[config.mk]
export PLATFORM = sky130hd
export DESIGN_NAME = dmx_detect_demux
export DESIGN_NICKNAME = d
export VERILOG_FILES = /design/src/rtl/dmx_pkg.sv /design/src/rtl/dmx_frame_timer.sv /design/src/rtl/dmx_track_hold.sv /design/src/rtl/dmx_detect_demux.sv
export SDC_FILE = /design/constraint.sdc
export NUM_CORES = 1
export LEC_CHECK = 0
export ABC_AREA = 1
export BUFFER_PORTS_ARGS = -buffer_cell sky130_fd_sc_hd__buf_2
export CAP_MARGIN = 20
export CORE_ASPECT_RATIO = 0.9
export CORE_UTILIZATION = 25
export CTS_BUF_LIST = sky130_fd_sc_hd__clkbuf_8 sky130_fd_sc_hd__clkbuf_16
export CTS_CLUSTER_SIZE = 8
export DETAILED_ROUTE_END_ITERATION = 8
export PLACE_DENSITY_LB_ADDON = 0.25
export SYNTH_ARGS = -nofsm -noshare
export SYNTH_HDL_FRONTEND = slang
export SYNTH_SLANG_ARGS = --single-unit
[constraint.sdc]
create_clock -name clk -period 1.28 [get_ports clk]
set_input_delay 0.256 -clock clk [delete_from_list [all_inputs] [get_ports clk]]
set_output_delay 0.256 -clock clk [all_outputs]
set_load 0.01 [all_outputs]
[src/rtl/dmx_pkg.sv]
package dmx_pkg;
   // status channels fed from the shared pin
   typedef enum logic [0:0] {
      CH_LD = 1'b0,
      CH_GK = 1'b1
   } dmx_ch_e;

   localparam int unsigned NUM_CH    = 2;
   localparam int unsigned NUM_SLOTS = 3;  // pulse, ground-key, loop-detect

   function automatic bit slots_valid(int unsigned len, int unsigned a,
                                      int unsigned b, int unsigned c);
      return (a < len) && (b < len) && (c < len) && (a != b) && (b != c) && (a != c);
   endfunction
endpackage

[src/rtl/dmx_frame_timer.sv]
module dmx_frame_timer #(
   parameter int unsigned FRAME_LEN  = 13,
   parameter int unsigned PULSE_SLOT = 0,
   parameter int unsigned GK_SLOT    = 1,
   parameter int unsigned LD_SLOT    = 2
) (
   input  logic clk,
   input  logic rst,
   input  logic tick,
   input  logic mux_en,
   output logic pulse_o,
   output logic gk_win_o,
   output logic ld_win_o
);
   import dmx_pkg::*;

   localparam int unsigned CW = (FRAME_LEN > 1) ? $clog2(FRAME_LEN) : 1;
   localparam logic [CW-1:0] LAST = CW'(FRAME_LEN - 1);

   generate
      if (FRAME_LEN < 4) begin : g_bad_len
         $error("dmx_frame_timer: FRAME_LEN must be at least 4");
      end
      if (!slots_valid(FRAME_LEN, PULSE_SLOT, GK_SLOT, LD_SLOT)) begin : g_bad_slot
         $error("dmx_frame_timer: slots must be distinct and inside the frame");
      end
   endgenerate

   localparam int unsigned SLOT_POS [NUM_SLOTS] = '{PULSE_SLOT, GK_SLOT, LD_SLOT};

   logic [CW-1:0]        next_slot;   // slot presented by the next tick
   logic [NUM_SLOTS-1:0] hit;
   logic [NUM_SLOTS-1:0] win_q;

   for (genvar s = 0; s < NUM_SLOTS; s++) begin : g_dec
      assign hit[s] = (next_slot == CW'(SLOT_POS[s]));
   end

   always_ff @(posedge clk) begin
      if (rst || !mux_en) begin
         next_slot <= '0;
         win_q     <= '0;
      end else if (tick) begin
         win_q     <= hit;
         next_slot <= (next_slot == LAST) ? '0 : next_slot + 1'b1;
      end
   end

   assign pulse_o  = win_q[0];
   assign gk_win_o = win_q[1];
   assign ld_win_o = win_q[2];

   // never more than one slot output active
   assert_one_slot_R4: assert property (@(posedge clk) disable iff (rst)
      $onehot0({pulse_o, gk_win_o, ld_win_o}));

   // outputs move only on tick edges
   assert_hold_between_ticks_R3: assert property (@(posedge clk) disable iff (rst)
      (mux_en && !tick) |=> $stable({pulse_o, gk_win_o, ld_win_o}));

   // ground-key window directly follows the pulse
   assert_gk_after_pulse_R4: assert property (@(posedge clk) disable iff (rst)
      (mux_en && tick && pulse_o) |=> gk_win_o);

   // loop-detect window directly follows the ground-key window
   assert_ld_after_gk_R4: assert property (@(posedge clk) disable iff (rst)
      (mux_en && tick && gk_win_o) |=> ld_win_o);

   // disabled means quiet slot outputs
   assert_quiet_when_off_R8: assert property (@(posedge clk) disable iff (rst)
      !mux_en |=> !(pulse_o || gk_win_o || ld_win_o));
endmodule

[src/rtl/dmx_track_hold.sv]
module dmx_track_hold #(
   parameter logic RESET_VAL = 1'b0
) (
   input  logic clk,
   input  logic rst,
   input  logic en,
   input  logic pin,
   output logic q
);
   always_ff @(posedge clk) begin
      if (rst)     q <= RESET_VAL;
      else if (en) q <= pin;
   end

   // closed gate keeps the bit
   assert_hold_closed_R7: assert property (@(posedge clk) disable iff (rst)
      !en |=> $stable(q));

   // open gate copies the pin
   assert_track_open_R5: assert property (@(posedge clk) disable iff (rst)
      en |=> (q == $past(pin)));
endmodule

[src/rtl/dmx_detect_demux.sv]
module dmx_detect_demux #(
   parameter int unsigned FRAME_LEN  = 13,
   parameter int unsigned PULSE_SLOT = 0,
   parameter int unsigned GK_SLOT    = 1,
   parameter int unsigned LD_SLOT    = 2
) (
   input  logic clk,
   input  logic rst,
   input  logic tick,
   input  logic mux_en,
   input  logic det_pin,
   output logic mux_pulse,
   output logic gk_window,
   output logic ld_window,
   output logic gk_status,
   output logic ld_status
);
   import dmx_pkg::*;

   logic [NUM_CH-1:0] cap_en;
   logic [NUM_CH-1:0] stat_q;

   dmx_frame_timer #(
      .FRAME_LEN (FRAME_LEN),
      .PULSE_SLOT(PULSE_SLOT),
      .GK_SLOT   (GK_SLOT),
      .LD_SLOT   (LD_SLOT)
   ) u_timer (
      .clk     (clk),
      .rst     (rst),
      .tick    (tick),
      .mux_en  (mux_en),
      .pulse_o (mux_pulse),
      .gk_win_o(gk_window),
      .ld_win_o(ld_window)
   );

   // loop-detect tracks freely when the pin is not shared
   assign cap_en[CH_LD] = mux_en ? ld_window : 1'b1;
   assign cap_en[CH_GK] = mux_en & gk_window;

   for (genvar c = 0; c < NUM_CH; c++) begin : g_ch
      dmx_track_hold #(.RESET_VAL(1'b0)) u_th (
         .clk(clk),
         .rst(rst),
         .en (cap_en[c]),
         .pin(det_pin),
         .q  (stat_q[c])
      );
   end

   assign ld_status = stat_q[CH_LD];
   assign gk_status = stat_q[CH_GK];

   // ground-key bit frozen while disabled
   assert_gk_frozen_off_R8: assert property (@(posedge clk) disable iff (rst)
      !mux_en |=> $stable(gk_status));

   // loop-detect bit follows the pin while disabled
   assert_ld_direct_off_R8: assert property (@(posedge clk) disable iff (rst)
      !mux_en |=> (ld_status == $past(det_pin)));

   // reset leaves everything low
   assert_reset_clear_R1: assert property (@(posedge clk)
      rst |=> !(mux_pulse || gk_window || ld_window || gk_status || ld_status));
endmodule

---- After elaboration in Yosys (flattened, before gate mapping) ----
Index checks and enable logic that the tools add are counted.
cells by class
  eq/ne operators ......................... 3
  bitwise logic cells ..................... 1
  mux-type cells .......................... 2
  reductions and logical operators ........ 3
  add/sub/neg operators ................... 1
operators by type and width
  operator               number
  $add A4 B1 Y4 const B  1
  $eq A4 B1 Y1 const B   1
  $eq A4 B2 Y1 const B   1
  $eq A4 B4 Y1 const B   1
  $logic_not A4 Y1       1
  $mux W4                1
  $and A1 B1 Y1          1
  $logic_not A1 Y1       1
  $logic_or A1 B1 Y1     1
  $mux W1                1
storage, ports and cells
  logic and storage cells ................. 14
  bits of input ports ..................... 5
  output and inout bits ................... 5
  register bits after elaboration ......... 9

---- Depth between registers and ports, before layout ----
  depth in word-level cells ............... 2
  depth in mapped cells ................... 5
  depth with buffers taken out ............ 5

---- By module ----
Synthesis repeated with hierarchy kept, for this count alone.
second synthesis, totals
  cell total of the unflattened synthesis .. 62
  area, all modules ....................... 442.9 um^2
modules (own cells, without submodules)
  module            cells an instance  area an instance (um^2)  seq. area each (um^2)  times used
  dmx_frame_timer   44                 337.8                    140.1                  1
  dmx_track_hold    7                  45.0                     20.0                   2
  dmx_detect_demux  4                  15.0                     0.0                    1

---- Least setup slack after synthesis ----
OpenSTA, ideal clock, no wires.
  kind .................................... register to register
  start ................................... register u_timer.next_slot[0]
  end ..................................... register u_timer.next_slot[1]
  cell stages (with the launch flop) ...... 5
  period minus slack after synthesis ...... 1.026 ns
  arrival ................................. 0.907 ns
  path slack .............................. 0.254 ns
  buffers on the path ..................... 0
  data required time ...................... 1.161 ns
  library setup time ...................... 0.119 ns
  cells stage by stage .................... dfxtp_1 -> inv_1 -> ha_1 -> o21ai_0 -> a21oi_1
on the way
  longest elaborated chain between the ends .. 2
  elaborated cells on any way between the ends .. 3
  those cells by class .................... add/sub (1); eq/ne (1); mux (1)
ends and longest elaborated chain
  item                                                  line                   RTL
  start: declaration                                    dmx_frame_timer.sv:31  logic [CW-1:0] next_slot;
  start signal: assignment                              dmx_frame_timer.sv:45  next_slot <= (next_slot == LAST) ? '0 : next_slot + 1'b1;
  $add A4 B1 Y4 / $eq A4 B4 Y1 (equally long branches)  dmx_frame_timer.sv:45
  $mux W4 *                                             dmx_frame_timer.sv:45
Mark *: on every way between the ends. The rest lies on a longest branch, timed or not.
A chain may end at the register's enable or synchronous reset.

---- Worst setup path after layout ----
Ends and elaborated chain as after synthesis.

==> metrics.md <==
| Metric | Value |
|---|---|
| Die W | 45.23 um |
| Min-delay src | rst |
| Layout area overhead | 27.98% |
| Die Ht | roughly 40 um |
| Syn Nets | 62 |
| Overall Global Routing Usage | between 10% and 20% |
| Final GP Congestion | approximately 0.76 |
| Layout cells sized above 1 | 22.73% |
| Mapped Cells | 53 |
| Most frequent cells after synthesis | nand2_1 (10), dfxtp_1 (9), a21oi_1 (6), nor2_1 (6) |
| LEAKAGE | 0.2346 nW |
| 1st-iter DRT viols | 3 |
| Via count | approximately 360 |
| Worst r2r dst | u_timer.next_slot[1]$_SDFFE_PP0P_ |
| Placed instance area | between 400 and 500 um^2 |
| MaxCap Viol Count | 0 |
| Largest cells by area after synthesis | dfxtp_1 (43%), ha_1 (12%), nand2_1 (8.9%), a21oi_1 (7.1%), o21ai_0 (6.0%) |
| Top cell type's share of synthesized area | 42.86% |
| R2R Setup Slk | ~0.18 ns |
| DRC errors left | 0 |
| Cell count of the worst reg-to-reg path | 4 |
| Clk root buf | clkbuf_8 |
| Setup bufs post-CTS | 0 |
| RSZ-0062 raised after global routing | false |
| IO buf count | 9 |
| Hold crit path type | input pin to register |
| Post-synthesis area per instance | 7.932 um^2 |
| Number of global-route vias before repair | roughly 280 |
| H-tree depth | 1 |
| Outcome | completed |
| Cell Rows | 13 |
| Min-Delay Endpoint | g_ch[0].u_th.q$_SDFFE_PP0P_ |
| First-pass GRT wire length | 1228 um |
| Post-synth top flop | dfxtp_1 |
| Final ANT Viol Nets | 0 |
| CTS tree | done |
| Worst R2R Start | u_timer.next_slot[0]$_SDFFE_PP0P_ |
| Number of clock sinks | 9 |
| Max_slew headroom | between 80% and 90% |
| Endpoint class of the critical path | register |
| Worst slack at placement | ~0.20 ns |
| DP HPWL | roughly 600 um |
| Crit Path Max Fanout | 4 |
| Period minus WS final | roughly 1.1 ns |
| # nets final | 76 |
| Drt via density | 4.125 |
| Worst EP arrival | roughly 1.2 ns |
| Number of antenna violations at the first check in global routing | 0 |
| WHS Path Cells | 2 |
| Num CTS Buffers | 3 |
| Post-Syn Area | 420.4 um^2 |
| Final hold violations | 0 |
| Initial Util | approximately 28% |
| Fill cells | 162 |
| Asr flop ratio synth | 0% |
| Skew final | 0.002326 ns |
| Synth Register Bits | 9 |
| N_diodes | 0 |
| Netlist cell types | 14 |
| Final Cycle Share | 85.55% |
| Cts repair resizes | 0 |
| Hold Buf Count CTS | 0 |
| EDFF count, synth | 0 |
| Io pins | 10 |
| Setup tns final | 0 ns |
| YS warnings | 0 |
| DP Cell Count | 84 |
| Worst Setup Path Type | register to register |
| Final WL | 789 um |
| Core area | 1513 um^2 |
| Final Slew Violations | 0 |
| Clock Path Buffers | 2 |
| Post-synthesis sequential area ratio | about 43% |
| Fin worst setup slack | about 0.18 ns |
| Worst vdd ir | between 0.5 and 0.6 mV |
| Clock slew at reported path FFs | roughly 0.040 ns |
| Final Non-Filler Cells | 88 |
| Drt wl/cell | 8.966 um |
| FMAX | approximately 900 MHz |
| DRT Pass-1 Iters | 4 |
| Most numerous cell in the Yosys netlist | nand2_1 |
| Final instance area | 538.0 um^2 |
| Yosys top cell by area | dfxtp_1 |
| Slew of the pin with the lowest slew margin | 0.1868 ns |
| Die area | ~1800 um^2 |
| Final setup violation count | 0 |
| Grt total ovfl | 0 |
| Req. time, crit path | around 1.4 ns |
| CP startpoint kind | register |
| Clk Latency, worst-skew pair | around 0.23 ns |
| Pwr Total | roughly 0.67 mW |
| Largest net degree at the start of global routing | 8 |
| PwrDens | 1245 nW/um^2 |
-- critical path, stage by stage (launching register included) --
cell and delay (ns):
dfxtp_1 0.38, inv_1 0.10, ha_1 0.29, o21ai_0 0.17, a21oi_1 0.06
-- layout make-up --
class                           instances  area [um^2]  share of cell area [%]
Multi-Input combinational cell         39        221.5                   41.16
Clock buffer                            3        41.29                   7.674
Sequential cell                         9        180.2                   33.49
Tap cell                               22        27.53                   5.116
Clock inverter                          1        3.754                  0.6977
Timing Repair Buffer                    9        45.04                   8.372
Inverter                                5        18.77                   3.488
-- metal layers --
| layer | global-route usage (%) | wire, um | vias up |
|---|---|---|---|
| met5 | 0 | 0 | - |
| met4 | 6.818 | 6 | 0 |
| met3 | 6.608 | 44 | 2 |
| met2 | 13.41 | 341 | 8 |
| met1 | 12.50 | 398 | 153 |
| li1 | - | - | 200 |
-- sequential cells by signal, indices dropped and copies added, names as in the netlist --
register           count
g_ch.u_th.q            2
u_timer.next_slot      4
u_timer.win_q          3
-- power by group --
group / internal (mW) / switching (mW) / total, mW
clock network: 0.208 / 0.109 / 0.317
registers: 0.291 / 0.00702 / 0.298
logic: 0.0220 / 0.0330 / 0.0550
total: 0.521 / 0.149 / 0.670
-- stage by stage --
stage / hold slack [ns] / utilization [%]
final: 0.2426 / 35.57
after global routing: 0.2534 / 35.57
after CTS: 0.2339 / 35.57
after detailed placement: 0.4556 / 32.59
after global placement: 0.4485 / 32.59
after floorplan: 0.3251 / -
-- cells in the final DEF, fill, tap and decap left out, drive strengths merged --
master | synthesis | layout
nand2 | 11 | 11
dfxtp | 9 | 9
buf | 0 | 9
nor2 | 8 | 8
inv | 5 | 6
a21oi | 6 | 6
o21ai | 5 | 5
ha | 4 | 4
clkbuf | 0 | 3
nand3 | 2 | 2
nand4 | 1 | 1
a21boi | 1 | 1
xor2 | 1 | 1
-- worst max-delay path by stage --
stage / from / end / slack [ns] / cells past startpoint
floorplan: u_timer.next_slot[0]$_SDFFE_PP0P_ / u_timer.next_slot[1]$_SDFFE_PP0P_ / 0.25 / 4
global placement: u_timer.next_slot[1]$_SDFFE_PP0P_ / u_timer.next_slot[1]$_SDFFE_PP0P_ / 0.21 / 4
detailed placement: u_timer.next_slot[0]$_SDFFE_PP0P_ / u_timer.next_slot[1]$_SDFFE_PP0P_ / 0.20 / 4
CTS: u_timer.next_slot[0]$_SDFFE_PP0P_ / u_timer.next_slot[1]$_SDFFE_PP0P_ / 0.18 / 4
global route: u_timer.next_slot[0]$_SDFFE_PP0P_ / u_timer.next_slot[1]$_SDFFE_PP0P_ / 0.1 / 4
finish: u_timer.next_slot[0]$_SDFFE_PP0P_ / u_timer.next_slot[1]$_SDFFE_PP0P_ / 0.18 / 4
-- cell families after synthesis --
logic type,synth area share [%]
flip-flops,42.86
AO/OA/AOI/OAI,14.88
adder cells (fa/ha/maj),11.91
AND/OR/NAND/NOR,23.81
XOR/XNOR,2.084
buffers and inverters,4.465
Note: power is estimated with default switching activity, not from simulation.
